[config.mk]
export PLATFORM = sky130hd
export DESIGN_NAME = boot_replay_seq
export DESIGN_NICKNAME = d
export VERILOG_FILES = /design/src/rtl/boot_seq_pkg.sv /design/src/rtl/boot_addr_ctr.sv /design/src/rtl/boot_entry_ctr.sv /design/src/rtl/boot_replay_seq.sv
export SDC_FILE = /design/constraint.sdc
export NUM_CORES = 1
export LEC_CHECK = 0
export ABC_AREA = 0
export BUFFER_PORTS_ARGS = -buffer_cell sky130_fd_sc_hd__buf_4
export CORE_UTILIZATION = 25
export CTS_BUF_LIST = sky130_fd_sc_hd__clkbuf_16
export DETAILED_ROUTE_END_ITERATION = 12
export GPL_TIMING_DRIVEN = 0
export PLACE_DENSITY = 0.57
export SETUP_SLACK_MARGIN = 0.4
export SLEW_MARGIN = 20
export SYNTH_ARGS = -nofsm -noshare
export SYNTH_HDL_FRONTEND = slang
export SYNTH_SLANG_ARGS = --single-unit
[constraint.sdc]
create_clock -name clk -period 1.75 [get_ports clk]
set_clock_uncertainty 0.1 [all_clocks]
set_input_delay 0 -clock clk [delete_from_list [all_inputs] [get_ports clk]]
set_output_delay 0 -clock clk [all_outputs]
set_load 0.05 [all_outputs]
[src/rtl/boot_seq_pkg.sv]
package boot_seq_pkg;

    typedef enum logic [2:0] {
        BS_START      = 3'd0,
        BS_FETCH_HEAD = 3'd1,
        BS_SEND_HEAD  = 3'd2,
        BS_FETCH_TAIL = 3'd3,
        BS_SEND_TAIL  = 3'd4,
        BS_DONE       = 3'd5
    } boot_state_e;

endpackage

[src/rtl/boot_addr_ctr.sv]
module boot_addr_ctr #(
    parameter int unsigned ADDR_W    = 10,
    parameter logic [ADDR_W-1:0] BASE_ADDR = 10'h200
) (
    input  logic              clk,
    input  logic              rst_n,
    input  logic              step,
    output logic [ADDR_W-1:0] addr
);

    localparam logic [ADDR_W-1:0] ONE = {{(ADDR_W-1){1'b0}}, 1'b1};

    always_ff @(posedge clk) begin
        if (!rst_n) begin
            addr <= BASE_ADDR;
        end else if (step) begin
            addr <= addr + ONE;
        end
    end

endmodule

[src/rtl/boot_entry_ctr.sv]
module boot_entry_ctr #(
    parameter int unsigned CNT_W = 8
) (
    input  logic             clk,
    input  logic             rst_n,
    input  logic             load,
    input  logic [CNT_W-1:0] load_val,
    input  logic             dec,
    output logic             final_entry
);

    localparam logic [CNT_W-1:0] ONE = {{(CNT_W-1){1'b0}}, 1'b1};

    logic [CNT_W-1:0] left_q;

    always_ff @(posedge clk) begin
        if (!rst_n) begin
            left_q <= '0;
        end else if (load) begin
            left_q <= load_val;
        end else if (dec) begin
            left_q <= left_q - ONE;
        end
    end

    assign final_entry = (left_q == ONE);

    // never consume an entry that was not counted in
    a_r5_no_underflow: assert property (@(posedge clk) disable iff (!rst_n)
        dec |-> (left_q != '0));

endmodule

[src/rtl/boot_replay_seq.sv]
module boot_replay_seq
    import boot_seq_pkg::*;
#(
    parameter int unsigned ADDR_W    = 10,
    parameter int unsigned DATA_W    = 16,
    parameter int unsigned CNT_W     = 8,
    parameter logic [ADDR_W-1:0] BASE_ADDR = 10'h200
) (
    input  logic              clk,
    input  logic              rst_n,
    input  logic [CNT_W-1:0]  entry_total,
    output logic [ADDR_W-1:0] rom_addr,
    input  logic [DATA_W-1:0] rom_data,
    output logic              tok_valid,
    input  logic              tok_ready,
    output logic [DATA_W-1:0] tok_flit,
    output logic              tok_last,
    output logic              done
);

    localparam logic [ADDR_W-1:0] ADDR_ONE = {{(ADDR_W-1){1'b0}}, 1'b1};

    boot_state_e state_q, state_d;
    logic        step;
    logic        cnt_load;
    logic        cnt_dec;
    logic        final_entry;

    boot_addr_ctr #(
        .ADDR_W    (ADDR_W),
        .BASE_ADDR (BASE_ADDR)
    ) u_addr (
        .clk   (clk),
        .rst_n (rst_n),
        .step  (step),
        .addr  (rom_addr)
    );

    boot_entry_ctr #(
        .CNT_W (CNT_W)
    ) u_cnt (
        .clk         (clk),
        .rst_n       (rst_n),
        .load        (cnt_load),
        .load_val    (entry_total),
        .dec         (cnt_dec),
        .final_entry (final_entry)
    );

    // state register
    always_ff @(posedge clk) begin
        if (!rst_n) begin
            state_q <= BS_START;
        end else begin
            state_q <= state_d;
        end
    end

    // next state
    always_comb begin
        state_d = state_q;
        unique case (state_q)
            BS_START:      state_d = (entry_total == '0) ? BS_DONE : BS_FETCH_HEAD;
            BS_FETCH_HEAD: state_d = BS_SEND_HEAD;
            BS_SEND_HEAD:  if (tok_ready) state_d = BS_FETCH_TAIL;
            BS_FETCH_TAIL: state_d = BS_SEND_TAIL;
            BS_SEND_TAIL:  if (tok_ready) state_d = final_entry ? BS_DONE : BS_FETCH_HEAD;
            BS_DONE:       state_d = BS_DONE;
            default:       state_d = BS_DONE;
        endcase
    end

    // outputs
    always_comb begin
        tok_valid = 1'b0;
        tok_last  = 1'b0;
        done      = 1'b0;
        step      = 1'b0;
        cnt_load  = 1'b0;
        cnt_dec   = 1'b0;
        unique case (state_q)
            BS_START:      cnt_load = 1'b1;
            BS_FETCH_HEAD: ;
            BS_SEND_HEAD: begin
                tok_valid = 1'b1;
                step      = tok_ready;
            end
            BS_FETCH_TAIL: ;
            BS_SEND_TAIL: begin
                tok_valid = 1'b1;
                tok_last  = 1'b1;
                step      = tok_ready;
                cnt_dec   = tok_ready;
            end
            BS_DONE:       done = 1'b1;
            default:       done = 1'b1;
        endcase
    end

    // flits are opaque: passed straight from the held ROM word
    assign tok_flit = rom_data;

    // a refused flit keeps its framing and source address
    a_r3_hold_on_stall: assert property (@(posedge clk) disable iff (!rst_n)
        (tok_valid && !tok_ready) |=> (tok_valid && $stable(tok_last) && $stable(rom_addr)));

    // each accepted flit moves the read pointer by one cell
    a_r4_step_on_accept: assert property (@(posedge clk) disable iff (!rst_n)
        (tok_valid && tok_ready) |=> (rom_addr == $past(rom_addr) + ADDR_ONE));

    // a first flit is followed by a fetch bubble, then its second flit
    a_r4_head_then_tail: assert property (@(posedge clk) disable iff (!rst_n)
        (tok_valid && tok_ready && !tok_last) |=> !tok_valid ##1 (tok_valid && tok_last));

    // completion is sticky
    a_r6_done_sticky: assert property (@(posedge clk) disable iff (!rst_n)
        done |=> done);

    // the bus is quiet once finished
    a_r6_quiet_when_done: assert property (@(posedge clk) disable iff (!rst_n)
        done |-> !tok_valid);

endmodule

# == After elaboration in Yosys (flattened, before gate mapping) ==
# Cells that the tools add are included.
# totals
ff_bits,21
wordCells,31
inputBits,27
output_inout_bits,29
# op_classes
eq_ne,7
addsub,2
n_mux,13
reduce_logical,6
# op_table
op,n
8-bit 2-to-1 mux,2
3-bit case mux with 5 select lines,1
3-bit 2-to-1 mux,4
"10-bit by 1-bit adder with 10-bit output, second input constant",1
"8-bit by 1-bit == test with 1-bit output, second input constant",1
8-bit zero test,1
"8-bit by 1-bit subtractor with 8-bit output, second input constant",1
"3-bit by 2-bit == test with 1-bit output, second input constant",2
1-bit 2-to-1 mux,6
5-bit OR reduction,1
"2-bit != test, second input constant",2
"3-bit by 1-bit == test with 1-bit output, second input constant",1
"3-bit == test, second input constant",1
3-bit zero test,1
2-bit AND reduction,1
2-bit nonzero test,1
2-bit OR reduction,1

# == Longest topological paths before layout ==
# depth
word_depth,4
mapped_depth,6
depth_no_buf,5

# == By module ==
# A second synthesis with hierarchy kept.
# hier_totals
cells_unflattened,152
area_unflattened_um2,1315.0
# modules_own_cells
module,area_each_um2,instances,cells_each,seq_area_each_um2
boot_entry_ctr,485.5,1,58,160.2
boot_addr_ctr,464.2,1,49,200.2
boot_replay_seq,365.4,1,45,60.1

# == Worst setup path before layout ==
# No wires, ideal clock.
# synth_path
path_type,register to register
start,register u_addr.addr[2]
end,register u_addr.addr[9]
path_slack_ns,-0.031
path_stages_with_launch,5
arrival_ns,1.618
setup_time_ns,0.063
cell_sequence,dfxtp_1 > nand4_1 > nand4bb_4 > or3_1 > nand3_1
# synth_via
elab_chain_cells,1
# synth_rtl
item,line,rtl
start: declaration,boot_addr_ctr.sv:8,output logic [ADDR_W-1:0] addr
start signal: assignment,boot_addr_ctr.sv:17,addr <= addr + ONE;
10-bit by 1-bit adder with 10-bit output,boot_addr_ctr.sv:17,
# No other way between the ends.
# A chain may end at the register's enable or synchronous reset.

# == Worst setup path in the final report ==
# layout_path
start,register state_q[0]
end,output port done
# layout_via
elab_chain_cells,3
# layout_rtl
item,line,rtl
start: declaration,boot_replay_seq.sv:23,"boot_state_e state_q, state_d;"
start signal: assignment,boot_replay_seq.sv:55,state_q <= state_d;
3-bit == test (tied with other cells),boot_replay_seq.sv:81,unique case (state_q)
5-bit OR reduction (no line) (*),-,
1-bit 2-to-1 mux (*),boot_replay_seq.sv:81,
end: declaration,boot_replay_seq.sv:18,output logic done
# Every way passes the cells marked *; elsewhere a longest branch is shown, timed or not.

==> key figures <==
Status
  – Outcome: finished clean

Global route
  – Largest net degree at the start of global routing: 13
  – Vias in the first global route: 1139
  – First-pass GRT wire length: 5.41 mm
  – Antenna violations before repair: 0
  – Gr ovfl total: 0
  – Total GRT Usage: 12.8%

Power
  – Switching Fraction: 34.5%
  – Pint: 1310 uW
  – Switching Power: 690 uW
  – Power Dens Cells: 869 nW/um2
  – Combinational Power Share: 46.2%
  – Leak pwr: 0.000995 uW
  – Maximum VDD drop: 0.000329 V
  – Sequential power share: 29.4%
  – Power share of the clock group: 24.5%

Routing
  – Post-route ant nets: 0
  – DRT Pass-1 Iters: 4
  – WL final: 3.48 mm
  – # DRC: 0
  – Via count: 1314
  – Routed WL per cell: 11.8 um
  – Initial DRC Count: 36
  – Post-DR vias/cell: 4.44

STA
  – Fin Hold WS: 0.0107 ns
  – Final Cycle Share: 84.5%
  – Period minus WS final: 1.48 ns
  – Max transition margin: 73.7%
  – TNS Setup: 0 ns
  – Slew Viols, Final: 0
  – Worst-Margin Slew: 0.395 ns
  – Final hold vios: 0
  – RSZ-0062 raised after global routing: yes
  – Final count of negative-setup-slack endpoints: 0
  – Fmax: 0.676 GHz

Floorplanning
  – # rows: 26
  – Die span in x: 74.8 um
  – CORE AREA: 5110 um2
  – Io pins: 56
  – Initial core utilization: 25.9%
  – Total die area: 5600 um2
  – Die H: 74.8 um

Logic synthesis
  – Mapped Area: 1330 um2
  – Avg Inst Size Synth: 8.60 um2
  – Count of cell types in the netlist: 45
  – Sequential fraction of the synthesis area: 31.7%
  – Syn Nets: 184
  – Ys Warns: 0
  – Seq cells post-synth: 21
  – Mapped Cells: 154

Clock network
  – Root cell of the clock tree: clkbuf_16
  – Clk slew on worst S/H paths: 0.06 ns
  – Cts bufs inserted: 3
  – Clock Sink Count: 21
  – Htree depth: 1
  – Worst-Skew Late Latency: 0.25 ns
  – CTS tree: built
  – Clk buf depth: 2

Critical path
  – Max stage delay on crit path: 0.31 ns
  – CP dominant cell by count: buf_8
  – WS Path Type: register to primary output
  – Worst-path maximum fanout: 8
  – Crit path DAT: 1.38 ns
  – Worst EP required: 1.65 ns
  – Crit-path cells: buf_6, or2_1, buf_8, and2_4, buf_8
  – Crit end category: primary output
  – Slowest CP cell: dfxtp_2
  – CP startpoint kind: register

Cells and area
  – Post-Layout Inst Area: 2310 um2
  – Diodes inserted: 0
  – Fin cells: 296
  – Fillers: 499
  – Area growth syn-to-layout: 74.0%
  – Share of layout cells above drive strength 1: 57.5%
  – Multi-input gate area: 890 um2
  – Nets: 257
  – Reg area: 457 um2
  – Post-layout util: 45.1%

Hold path
  – Min-delay worst type: primary input to register

Placed design
  – # port buffers: 38
  – Gpl congestion: 0.771
  – Dpl cell area: 1790 um2
  – DP Cell Count: 262
  – Dpl hpwl: 2.29 mm

Job
  – Max Cap Viol: 0
[routing by layer]
metal,vias to the layer above,global-route usage [%],share of wire [%]
li1,671,-,-
met1,599,17.0,46
met2,42,20.8,48
met3,2,3.48,5.6
met4,0,2.52,0.29
met5,-,0,0
[critical path: cells and delay by family, from the launching register on]
family	cells	cell delay, ns
buffers and inverters	3	0.42
DFF	1	0.31
and+or+nand+nor	2	0.39
[path summary, 6_finish.rpt]
path	from	to	slack [ns]	cells past startpoint
worst min-delay path	tok_ready	u_cnt.left_q[4]	0.01	2
worst max register to register	state_q[1]	u_cnt.left_q[4]	0.28	5
worst max-delay path	state_q[0]	done	0.27	5
worst min register to register	u_cnt.left_q[5]	u_cnt.left_q[5]	0.41	2
[stage by stage]
step	total power (uW)	setup slack, ns
final	2000	0.271
after detailed placement	1190	0.215
after floorplan	1050	0.353
after global routing	2120	0.199
after CTS	1850	0.280
after global placement	1190	0.198
[power by group through the flow]
stage                     Clock [uW]  Combinational (uW)  Sequential (uW)
final                            490                 925              589
after global routing             525                 997              594
after CTS                        505                 768              577
after detailed placement           0                 610              577
after global placement             0                 611              576
after floorplan                    0                 468              580
[area by class of cell]
class | count | share of cell area (%)
clock inverter | 1 | 0.217
tap | 70 | 3.80
clock buffer | 3 | 3.26
sequential | 21 | 19.8
inverter | 6 | 0.977
timing repair buffer | 67 | 24.5
multi-input combinational | 103 | 38.6
buffer | 25 | 8.90
[state kept, by name (all words and copies together), names as in the netlist]
name / count
u_addr.addr: 10
state_q: 3
u_cnt.left_q: 8
[cells in the final DEF, fill, tap and decap left out, types with 5 or more instances in the layout]
| cell type | instances |
|---|---|
| buf_6 | 6 |
| nand2_1 | 10 |
| inv_1 | 5 |
| dfxtp_2 | 5 |
| a21oi_1 | 5 |
| dfxtp_1 | 8 |
| buf_4 | 69 |
| dfxtp_4 | 8 |
| and2_1 | 7 |
| dlygate4sd3_1 | 9 |
| xor2_1 | 7 |
[synth_stat cells, drive strengths merged]
| master | n | area, um2 |
|---|---|---|
| o221ai | 1 | 8.76 |
| o221a | 1 | 11.3 |
| a21boi | 3 | 22.5 |
| clkbuf | 4 | 15.0 |
| and4bb | 1 | 12.5 |
| inv | 6 | 22.5 |
| xor2 | 7 | 61.3 |
| nor2b | 2 | 12.5 |
| nor3b | 2 | 20.0 |
| nor4b | 1 | 8.76 |
| and2b | 1 | 7.51 |
| ha | 3 | 37.5 |
| or3 | 3 | 18.8 |
| a21oi | 7 | 35.0 |
| a21o | 1 | 7.51 |
| or2 | 1 | 6.26 |
| nand3b | 3 | 22.5 |
| a31oi | 1 | 6.26 |
| buf | 21 | 151 |
| nand4bb | 1 | 27.5 |
| nor3 | 3 | 15.0 |
| o22ai | 1 | 6.26 |
| nor4 | 3 | 25.0 |
| a311oi | 3 | 26.3 |
| nand2 | 11 | 41.3 |
| and2 | 8 | 50.1 |
| o21ai | 10 | 50.1 |
| dfxtp | 21 | 420 |
| o32ai | 1 | 8.76 |
| and4b | 1 | 10.0 |
| a41oi | 1 | 8.76 |
| o21a | 1 | 7.51 |
| nand3 | 4 | 20.0 |
| nand2b | 1 | 6.26 |
| nand4 | 2 | 12.5 |
| and3 | 1 | 6.26 |
| xnor2 | 5 | 62.6 |
| nor4bb | 1 | 10.0 |
| nor2 | 6 | 22.5 |
[kinds of logic after synthesis]
family | Yosys count | share of synthesized area, %
AND/OR/NAND/NOR | 56 | 26.8
flip-flops | 21 | 31.7
AO/OA/AOI/OAI | 31 | 15.0
buffers and inverters | 31 | 14.3
adder cells (fa/ha/maj) | 3 | 2.83
XOR/XNOR | 12 | 9.35
[what timing repair did]
| item | CTS | global route |
|---|---|---|
| setup endpoints to repair | 21 | 24 |
| hold endpoints to repair | 7 | 0 |
| setup buffers | 10 | 10 |
| hold buffers | 9 | 0 |
| resized for setup | 31 | 23 |
| pin swaps | 13 | 11 |
| cloned | 0 | 1 |
Note: power is estimated with default switching activity, not from simulation.
